File: config.mk
export PLATFORM = sky130hd
export DESIGN_NAME = da_filter
export DESIGN_NICKNAME = d
export VERILOG_FILES = /design/src/rtl/da_filt_pkg.sv /design/src/rtl/da_filt_regs.sv /design/src/rtl/da_filt_slot_cmp.sv /design/src/rtl/da_filt_decide.sv /design/src/rtl/da_filter.sv
export SDC_FILE = /design/constraint.sdc
export NUM_CORES = 1
export LEC_CHECK = 0
export ABC_AREA = 1
export BUFFER_PORTS_ARGS = -buffer_cell sky130_fd_sc_hd__buf_4
export CORE_MARGIN = 10
export CORE_UTILIZATION = 35
export DETAILED_ROUTE_END_ITERATION = 16
export RECOVER_POWER = 100
export SLEW_MARGIN = 15
export SYNTH_ARGS = -nofsm -noshare
export SYNTH_HDL_FRONTEND = slang
export SYNTH_SLANG_ARGS = --single-unit
File: constraint.sdc
create_clock -name clk -period 4.4 [get_ports clk]
set_clock_uncertainty 0.1 [all_clocks]
set_input_delay 0.22 -clock clk [delete_from_list [all_inputs] [get_ports clk]]
set_output_delay 0.22 -clock clk [all_outputs]
set_load 0.1 [all_outputs]
File: src/rtl/da_filt_pkg.sv
package da_filt_pkg;
  localparam int ADDR_W      = 8;
  localparam int DATA_W      = 32;
  localparam int MAC_W       = 48;
  localparam int LO_W        = 32;
  localparam int HI_W        = MAC_W - LO_W;
  localparam int SLOT_STRIDE = 8;
  localparam int LO_OFS      = 4;

  localparam logic [ADDR_W-1:0] CTRL_OFS  = 8'h38;
  localparam logic [ADDR_W-1:0] SLOT_BASE = 8'h50;

  localparam int PROMISC_BIT = 0;
  localparam int FILT_EN_BIT = 13;
  localparam int ALL_MC_BIT  = 16;
  localparam int SLOT_EN_BIT = 31;

  typedef struct packed {
    logic all_mc;
    logic filt_en;
    logic promisc;
  } filt_ctrl_t;

  function automatic logic [ADDR_W-1:0] hi_ofs(input int n);
    return ADDR_W'(int'(SLOT_BASE) + n * SLOT_STRIDE);
  endfunction

  function automatic logic [ADDR_W-1:0] lo_ofs(input int n);
    return ADDR_W'(int'(SLOT_BASE) + n * SLOT_STRIDE + LO_OFS);
  endfunction
endpackage

File: src/rtl/da_filt_regs.sv
module da_filt_regs
  import da_filt_pkg::*;
#(
  parameter int NUM_SLOTS = 8
) (
  input  logic                             clk,
  input  logic                             rst_n,
  input  logic                             wr_en,
  input  logic [ADDR_W-1:0]                wr_addr,
  input  logic [DATA_W-1:0]                wr_data,
  input  logic [ADDR_W-1:0]                rd_addr,
  output logic [DATA_W-1:0]                rd_data,
  output filt_ctrl_t                       ctrl,
  output logic [NUM_SLOTS-1:0]             slot_en,
  output logic [NUM_SLOTS-1:0][HI_W-1:0]   slot_hi,
  output logic [NUM_SLOTS-1:0][LO_W-1:0]   slot_lo
);

  always_ff @(posedge clk) begin
    if (!rst_n) begin
      ctrl    <= '0;
      slot_en <= '0;
      slot_hi <= '0;
      slot_lo <= '0;
    end else if (wr_en) begin
      if (wr_addr == CTRL_OFS) begin
        ctrl.promisc <= wr_data[PROMISC_BIT];
        ctrl.filt_en <= wr_data[FILT_EN_BIT];
        ctrl.all_mc  <= wr_data[ALL_MC_BIT];
      end
      for (int n = 0; n < NUM_SLOTS; n++) begin
        if (wr_addr == hi_ofs(n)) begin
          slot_en[n] <= wr_data[SLOT_EN_BIT];
          slot_hi[n] <= wr_data[HI_W-1:0];
          if (wr_data == '0) slot_lo[n] <= '0;
        end
        if (wr_addr == lo_ofs(n)) slot_lo[n] <= wr_data;
      end
    end
  end

  always_comb begin
    rd_data = '0;
    if (rd_addr == CTRL_OFS) begin
      rd_data[PROMISC_BIT] = ctrl.promisc;
      rd_data[FILT_EN_BIT] = ctrl.filt_en;
      rd_data[ALL_MC_BIT]  = ctrl.all_mc;
    end
    for (int n = 0; n < NUM_SLOTS; n++) begin
      if (rd_addr == hi_ofs(n)) begin
        rd_data[SLOT_EN_BIT] = slot_en[n];
        rd_data[HI_W-1:0]    = slot_hi[n];
      end
      if (rd_addr == lo_ofs(n)) rd_data = slot_lo[n];
    end
  end


  ctrl_wr_chk: assert property (@(posedge clk) disable iff (!rst_n)
    (wr_en && wr_addr == CTRL_OFS) |=>
      (ctrl.promisc == $past(wr_data[PROMISC_BIT]) &&
       ctrl.filt_en == $past(wr_data[FILT_EN_BIT]) &&
       ctrl.all_mc  == $past(wr_data[ALL_MC_BIT])));

  for (genvar g = 0; g < NUM_SLOTS; g++) begin : g_slot_chk

    hi_zero_clr_chk: assert property (@(posedge clk) disable iff (!rst_n)
      (wr_en && wr_addr == hi_ofs(g) && wr_data == '0) |=>
        (!slot_en[g] && slot_hi[g] == '0 && slot_lo[g] == '0));
  end

endmodule

File: src/rtl/da_filt_slot_cmp.sv
module da_filt_slot_cmp
  import da_filt_pkg::*;
#(
  parameter bit ALWAYS_ON = 1'b0
) (
  input  logic [MAC_W-1:0] da,
  input  logic [HI_W-1:0]  hi,
  input  logic [LO_W-1:0]  lo,
  input  logic             en,
  input  logic             filt_en,
  output logic             hit
);
  logic addr_eq;
  logic gate;

  assign addr_eq = (da == {hi, lo});
  assign gate    = ALWAYS_ON | (en & filt_en);
  assign hit     = addr_eq & gate;
endmodule

File: src/rtl/da_filt_decide.sv
module da_filt_decide
  import da_filt_pkg::*;
#(
  parameter int NUM_SLOTS = 8
) (
  input  logic                 clk,
  input  logic                 rst_n,
  input  logic                 in_valid,
  input  logic                 in_mcast,
  input  logic [NUM_SLOTS-1:0] slot_hit,
  input  logic                 promisc,
  input  logic                 all_mc,
  input  logic                 out_ready,
  output logic                 in_ready,
  output logic                 out_valid,
  output logic                 out_accept
);
  logic in_fire;
  logic verdict;

  assign in_ready = !out_valid || out_ready;
  assign in_fire  = in_valid && in_ready;
  assign verdict  = promisc | (all_mc & in_mcast) | (|slot_hit);

  always_ff @(posedge clk) begin
    if (!rst_n) begin
      out_valid  <= 1'b0;
      out_accept <= 1'b0;
    end else if (in_fire) begin
      out_valid  <= 1'b1;
      out_accept <= verdict;
    end else if (out_ready) begin
      out_valid  <= 1'b0;
    end
  end


  fire_to_valid_chk: assert property (@(posedge clk) disable iff (!rst_n)
    in_fire |=> out_valid);


  hold_stall_chk: assert property (@(posedge clk) disable iff (!rst_n)
    (out_valid && !out_ready) |=> (out_valid && $stable(out_accept)));


  promisc_acc_chk: assert property (@(posedge clk) disable iff (!rst_n)
    (in_fire && promisc) |=> out_accept);


  all_mc_acc_chk: assert property (@(posedge clk) disable iff (!rst_n)
    (in_fire && all_mc && in_mcast) |=> out_accept);


  miss_drop_chk: assert property (@(posedge clk) disable iff (!rst_n)
    (in_fire && !promisc && !(all_mc && in_mcast) && slot_hit == '0) |=> !out_accept);
endmodule

File: src/rtl/da_filter.sv
module da_filter
  import da_filt_pkg::*;
#(
  parameter int NUM_SLOTS = 8
) (
  input  logic              clk,
  input  logic              rst_n,
  input  logic              reg_wr_en,
  input  logic [ADDR_W-1:0] reg_wr_addr,
  input  logic [DATA_W-1:0] reg_wr_data,
  input  logic [ADDR_W-1:0] reg_rd_addr,
  output logic [DATA_W-1:0] reg_rd_data,
  input  logic              in_valid,
  output logic              in_ready,
  input  logic [MAC_W-1:0]  in_da,
  input  logic              in_mcast,
  output logic              out_valid,
  input  logic              out_ready,
  output logic              out_accept
);
  filt_ctrl_t                     ctrl;
  logic [NUM_SLOTS-1:0]           slot_en;
  logic [NUM_SLOTS-1:0][HI_W-1:0] slot_hi;
  logic [NUM_SLOTS-1:0][LO_W-1:0] slot_lo;
  logic [NUM_SLOTS-1:0]           slot_hit;

  da_filt_regs #(.NUM_SLOTS(NUM_SLOTS)) u_regs (
    .clk     (clk),
    .rst_n   (rst_n),
    .wr_en   (reg_wr_en),
    .wr_addr (reg_wr_addr),
    .wr_data (reg_wr_data),
    .rd_addr (reg_rd_addr),
    .rd_data (reg_rd_data),
    .ctrl    (ctrl),
    .slot_en (slot_en),
    .slot_hi (slot_hi),
    .slot_lo (slot_lo)
  );

  for (genvar g = 0; g < NUM_SLOTS; g++) begin : g_cmp
    da_filt_slot_cmp #(.ALWAYS_ON(g == 0)) u_cmp (
      .da      (in_da),
      .hi      (slot_hi[g]),
      .lo      (slot_lo[g]),
      .en      (slot_en[g]),
      .filt_en (ctrl.filt_en),
      .hit     (slot_hit[g])
    );
    if (g > 0) begin : g_extra_chk

      extra_gate_chk: assert property (@(posedge clk) disable iff (!rst_n)
        (!ctrl.filt_en || !slot_en[g]) |-> !slot_hit[g]);
    end
  end

  da_filt_decide #(.NUM_SLOTS(NUM_SLOTS)) u_decide (
    .clk        (clk),
    .rst_n      (rst_n),
    .in_valid   (in_valid),
    .in_mcast   (in_mcast),
    .slot_hit   (slot_hit),
    .promisc    (ctrl.promisc),
    .all_mc     (ctrl.all_mc),
    .out_ready  (out_ready),
    .in_ready   (in_ready),
    .out_valid  (out_valid),
    .out_accept (out_accept)
  );
endmodule

==> results of run 1 <==
[flip-flops by register name (all words and copies together) (netlist names)]
name and count:
u_regs.slot_lo 256, u_regs.slot_hi 128, u_regs.slot_en 8, u_regs.ctrl 3, u_decide.out_accept 1, u_decide.out_valid 1
[routing by layer]
metal,track usage,up-vias
met5,0,-
met1,0.447,12100
met2,0.475,1933
met4,0.216,2
met3,0.0845,418
li1,-,11200
[cell usage after synthesis]
master	instances	share of area
buf_6	6	0.0031
a221oi_1	33	0.013
nor2_4	4	0.0020
buf_4	2	0.00068
buf_1	1	0.00017
xnor2_1	45	0.018
o21ai_1	1	0.00023
o211ai_1	4	0.0014
nand2_2	2	0.00057
inv_2	22	0.0038
xor2_1	79	0.031
o221ai_1	1	0.00040
o2111ai_1	13	0.0052
nand3_1	131	0.030
a211oi_2	2	0.0011
nor3_1	14	0.0032
inv_1	210	0.036
nand4_1	59	0.017
a21oi_4	2	0.0015
dfxtp_1	397	0.36
buf_2	94	0.021
nor3_2	5	0.0023
a211oi_1	15	0.0051
o21ai_2	1	0.00040
nor4_2	3	0.0017
nor4_1	26	0.0074
clkbuf_2	1	0.00023
a21oi_1	448	0.10
nand4_2	1	0.00057
or2_0	4	0.0011
or2_1	1	0.00028
clkinv_1	26	0.0044
a21oi_2	1	0.00040
nand2_1	959	0.16
nor2_1	206	0.035
o21ai_0	249	0.057
a22o_1	14	0.0056
nand3b_1	2	0.00068
o2111a_1	1	0.00051
or2_2	31	0.0088
nor2_2	12	0.0034
clkbuf_1	120	0.020
o22ai_1	101	0.029
a2111oi_0	1	0.00040
inv_4	1	0.00028
[worst register-to-register path: cells and delay by family (launching register included)]
kind	cells	cell delay, ns
and+or+nand+nor	9	1.83
DFF	1	0.89
buffers and inverters	1	0.06
[final timing paths]
path / from / end / slack, ns / cells past startpoint
hold reg to reg: u_regs.slot_lo[125] / u_regs.slot_lo[125] / 0.37 / 2
setup reg to reg: u_regs.ctrl[1] / u_decide.out_accept / 1.49 / 10
hold / removal: out_ready / u_decide.out_accept / 0.004 / 7
setup / recovery: reg_wr_data[31] / u_regs.slot_lo[193] / 0.45 / 11
[through the flow]
| stage | setup WS [ns] | area, um^2 | std cells |
|---|---|---|---|
| floorplan | 1.27 | 22000 | 3351 |
| global placement | 1.09 | 23500 | 4153 |
| detailed placement | 1.07 | 23500 | 4153 |
| CTS | 1.06 | 25300 | 4270 |
| global route | 0.452 | 25200 | 4270 |
| finish | 0.446 | 25200 | 4272 |
[kinds of logic (layout without fill, tap and decap cells)]
group,after synthesis,count (layout),share of synthesized area
other cells,0,2,0
xor+xnor,124,124,0.0493
flops,397,397,0.361
compound gates,887,887,0.222
buf+inv,483,565,0.0902
simple gates,1460,1460,0.277
[power by group]
part           switching (mW)  internal, mW  leakage [nW]
combinational           0.634         0.199          4.86
clock                    1.68          2.13         0.703
sequential            0.00918          3.60          3.20
[final cells by class]
cell class / count / area (um^2) / area share
Inverter: 259 / 981 / 0.0389
Multi-Input combinational cell: 2471 / 12100 / 0.480
Clock inverter: 14 / 108 / 0.00427
Timing Repair Buffer: 225 / 1690 / 0.0669
Clock buffer: 67 / 1320 / 0.0525
Tap cell: 837 / 1050 / 0.0416
Sequential cell: 397 / 7950 / 0.316
Antenna cell: 2 / 5.00 / 0.000199
==> impl_results.md, run 1 <==
- Routed WL: 129000 um
- Die area: 0.0734 mm^2
- Largest net degree at the start of global routing: 132
- Setup violators final: 0
- Antenna viol nets, final: 0
- Largest stage delay, worst path: 1.41 ns
- Synth-to-Final Area Change: 14.4%
- Mapped Avg Cell Area: roughly 6.6 um^2
- Max Root-Sink Buffers: 3
- Antenna violations before repair: 1
- Cts hold-fix bufs: 36
- Setup bufs post-CTS: 0
- Seq cells post-synth: 397
- Max_cap viols: 7
- HPWL Detailed: 96000 um
- WP data required: 4.84 ns
- Port bufs: 136
- RSZ-0062 raised after global routing: false
- Post-Syn Instances: about 3400
- Drt drc: 0
- Sequential fraction of the synthesis area: 0.361
- Routed wl met3: 16300 um
- CP delay by family, top: buffers and inverters
- Rows: slightly above 90
- Final Hold Fails: 0
- Final worst-path cycle share: 0.899
- Clk sinks: 397
- DR vias: 25700
- Core region area: roughly 0.062 mm^2
- Maximum vdd drop: around 0.25 mV
- Met1 WL: 51300 um
- YS warnings: 0
- Wire per inst: 30.3 um
- Design Power: about 8.3 mW
- I/O pin cnt: 137
- Die Wd: between 200 and 300 um
- Outcome: finished, violations left
- Hold_ws: 0.00378 ns
- CTS root buffer: clkbuf_16
- Slew Limit Fails: 270
- Final #Nets: 3502
- CP cell instances: dlygate4sd3_1 > buf_4 > clkinv_1 > nand4_1 > nor2_1 > nand4_1 > nor3_1 > o21ai_2 > clkbuf_1 > nand2_1 > a21oi_1
- CP bufs+invs: 4
- Met2 WL: 52000 um
- GPL Wtd Cong: 1.05
- Worst-Margin Slew: between 1.5 and 2 ns
- Leakage: 8.76 nW
- Commonest non-fill, non-tap cells in the layout: nand2_1 (960), a21oi_1 (450), dfxtp_1 (397)
- Syn nets: 3453
- Global route overflow: 0
- Post-Route Setup TNS: 0 ns
- Util after Layout: 0.406
- TritonCTS clock tree: done
- Slew margin rel.: -0.309
- Failing checks: capacitance limit, slew limit
- Starting Density: 0.355
- Layout cells sized above 1: 0.0961
- CP endpoint kind: flip-flop
- Yosys cell types: 45
- Critical path peak fanout: 32
- Achievable frequency: 253 MHz
- Commonest non-fill, non-tap cell in the layout: nand2_1
- Vias in the first global route: 23000
- Worst Hold Class: in -> reg
- Most common cell on crit path: nand4_1
- Min Tclk post-route: ~4.0 ns
- Htree depth: 2
- Crit-path slowest cell: clkbuf_1
- Clk pin slew, worst setup/hold paths: about 0.060 ns
- CTS Buf Count: 46
- GRT Total Usage: 0.336
- Top sig layer: met5
- Clk_lat worst skew: 0.62 ns
- DRT iter0 DRCs: just over 4000
- Critical path launch point type: primary input
- Pwr/cell area: 328 mW/mm^2
- CP Class: in -> reg
- First-pass GRT wire length: 178000 um
- Post-cts sizing count: 0
- Vias/cell: 6.01
- CP arrival: 4.39 ns
- Die Ht: ~270 um
- Mapped cell area: between 0.02 and 0.025 mm^2
- Fillers: 6719
- DR pass1 iterations: 6
No activity file was read; power rests on OpenSTA's default activity.
==> run 2, diff against run 1 <==
--- a/config.mk
+++ b/config.mk
@@ -8,7 +8,7 @@
 export ABC_AREA = 1
 export BUFFER_PORTS_ARGS = -buffer_cell sky130_fd_sc_hd__buf_4
 export CORE_MARGIN = 10
-export CORE_UTILIZATION = 35
+export CORE_UTILIZATION = 32
 export DETAILED_ROUTE_END_ITERATION = 16
 export RECOVER_POWER = 100
 export SLEW_MARGIN = 15
==> run 2 against run 1 <==
Net effect:
- cell count grew 0.96%
- via count shrank 0.64%
- die area is 8.7% higher
- sequential share of layout area is 0.21 points lower
- clock-buffer cell count shrank 8
- critical path depth is 2 higher
- combinational power rose by 1%
- highest routed layer unchanged
- the flow still finishes with violations (capacitance limit, slew limit)
==> impl_results.md, run 2 (synthesis results as in run 1) <==
- Outcome: finished, violations left
- Failing checks: capacitance limit, slew limit
- CTS Buf Count: 47 (+2.2%)
- RSZ-0062 raised after global routing: false
- Critical path peak fanout: 16 (-50%)
- Final Hold Fails: 0 (unchanged)
- WP data required: 4.08 ns (-0.76 ns)
- Drt drc: 0 (unchanged)
- R2r endpoint: u_decide.out_accept
- Core region area: 0.0685 mm^2 (+10%)
- Total area of sequential cells: 0.00795 mm^2 (unchanged)
- Port bufs: 136 (unchanged)
- Finished Cell Area: 0.0254 mm^2 (+0.66%)
- Cts hold-fix bufs: 35 (-2.8%)
- HPWL Detailed: 98800 um (+2.9%)
- Rows: 96 (+5.5%)
- Commonest non-fill, non-tap cells in the layout: nand2_1 (960), a21oi_1 (449), dfxtp_1 (397)
- GRT Total Usage: 0.322 (-0.0141)
- Number of flip-flops in the largest register: 256 (unchanged)
- Routed WL: 133000 um (+2.5%)
- CP Class: in -> out
- Die area: 0.0797 mm^2 (+8.7%)
- Cells on Worst Hold Path: 4 (-3)
- CP endpoint kind: output port
- Maximum vdd drop: 0.223 mV (-12%)
- Leakage: 8.81 nW (+0.57%)
- Hold Path Sink: u_regs.ctrl[2]
- Synth-to-Final Area Change: 15.1%
- Final #Nets: 3503 (+0.029%)
- Max Root-Sink Buffers: 3 (unchanged)
- Largest net degree at the start of global routing: 107 (-19%)
- I/O pin cnt: 137 (unchanged)
- Commonest non-fill, non-tap cell in the layout: nand2_1
- CTS root buffer: clkbuf_16
- Vias/cell: 5.91 (-1.6%)
- Max_cap viols: 8 (+1)
- Worst-Margin Slew: 2.73 ns (+0.770 ns)
- Placed cell area: 0.0236 mm^2 (+0.28%)
- Post-Route Setup TNS: 0 ns (unchanged)
- Hold_sp: reg_wr_addr[6]
- Clk_lat worst skew: 0.61 ns (about the same)
- Min Tclk post-route: 3.87 ns (-0.0815 ns)
- Layout cells sized above 1: 0.0971 (+0.000959)
- Slew margin rel.: -0.830 (-0.520)
- Clk sinks: 397 (unchanged)
- Antenna violations before repair: 3 (+2)
- Slew Limit Fails: 265 (-1.9%)
- Worst setup path start: reg_rd_addr[1]
- Global route overflow: 0 (unchanged)
- Area of the multi-input gates: 0.0121 mm^2 (about the same)
- Achievable frequency: 258 MHz (+2.1%)
- Final worst-path cycle share: 0.880 (-0.0185)
- GPL Wtd Cong: 1.06 (+0.93%)
- Critical path launch point type: primary input
- R2R Path Start: u_regs.slot_lo[178]
- Die Wd: 282 um (+4.2%)
- Htree depth: 2 (unchanged)
- Most flops, register: u_regs.slot_lo
- Post-cts sizing count: 0 (unchanged)
- Vias in the first global route: 23100 (+0.65%)
- DR vias: 25500 (-0.64%)
- Setup bufs post-CTS: 0 (unchanged)
- Clk pin slew, worst setup/hold paths: 0.06 ns (about the same)
- Setup violators final: 0 (unchanged)
- Die Ht: 282 um (+4.2%)
- CP arrival: 3.55 ns (-0.84 ns)
- Pwr/cell area: 336 mW/mm^2 (+2.5%)
- DRT iter0 DRCs: 4097 (-0.32%)
- Wire per inst: 30.8 um (+1.6%)
- First-pass GRT wire length: 182000 um (+2.0%)
- Antenna viol nets, final: 0 (unchanged)
- Worst Hold Class: in -> reg
- Worst reg-to-reg setup slack: 1.53 ns (+0.04 ns)
- Worst R2R Path Depth: 10 (unchanged)
- Largest regs: u_regs.slot_lo (256), u_regs.slot_hi (128), u_regs.slot_en (8)
- TritonCTS clock tree: done
- Starting Density: 0.322 (-0.0332)
- DR pass1 iterations: 6 (unchanged)
- Fillers: 7392 (+10%)
## run 2: through the flow
| stage | util | worst slack (ns) | instances | hold WS [ns] | power (mW) |
|---|---|---|---|---|---|
| after floorplan | - | 1.27 | 3351 | 0.254 | 4.05 |
| after global placement | 0.345 | 1.16 | 4199 | 0.350 | 4.47 |
| after detailed placement | 0.345 | 1.11 | 4199 | 0.354 | 4.46 |
| after CTS | 0.372 | 1.11 | 4312 | 0.00751 | 8.48 |
| after global routing | 0.370 | 0.451 | 4312 | 0.0585 | 8.66 |
| final | 0.370 | 0.528 | 4313 | 0.000968 | 8.52 |
## run 2: final cells by class
type,instances,share of cell area
Antenna cell,1,0.0000987
Timing Repair Buffer,225,0.0666
Sequential cell,397,0.313
Inverter,259,0.0387
Clock buffer,59,0.0509
Multi-Input combinational cell,2471,0.477
Tap cell,882,0.0435
Clock inverter,19,0.00982
## run 2: metal layers
metal	up-vias	routed length [um]	track usage
li1	11200	-	-
met1	12000	53100	0.427
met2	1854	53700	0.459
met3	416	16100	0.0802
met4	2	9850	0.203
met5	-	12	0
## run 2: worst max path at each step
stage | to | slack, ns | depth (start not counted)
2_1_floorplan | reg_rd_data[19] | 1.27 | 13
3_3_place_gp | reg_rd_data[9] | 1.16 | 17
3_5_place_dp | reg_rd_data[8] | 1.11 | 13
4_1_cts | reg_rd_data[8] | 1.11 | 13
5_1_grt | u_regs.slot_lo[80] | 0.45 | 14
6_report | reg_rd_data[5] | 0.53 | 13
## run 2: power breakdown
part	internal [mW]	leakage, nW	switching [mW]	total, mW
registers	3.60	3.20	0.00931	3.61
logic	0.199	4.85	0.644	0.843
clock network	2.36	0.759	1.71	4.07
total	6.16	8.81	2.36	8.52
## run 2: worst max-delay path, cell delays in order
cell and delay (ns):
buf_4 0.11, nor2_1 0.21, nand3_1 0.25, nor2_1 1.34, nand2_1 0.17, nand4_1 0.22
nor2_1 0.09, nand4_1 0.11, nand2_1 0.08, nand3_1 0.08, nand2_1 0.07, nand3_1 0.10
clkbuf_2 0.47
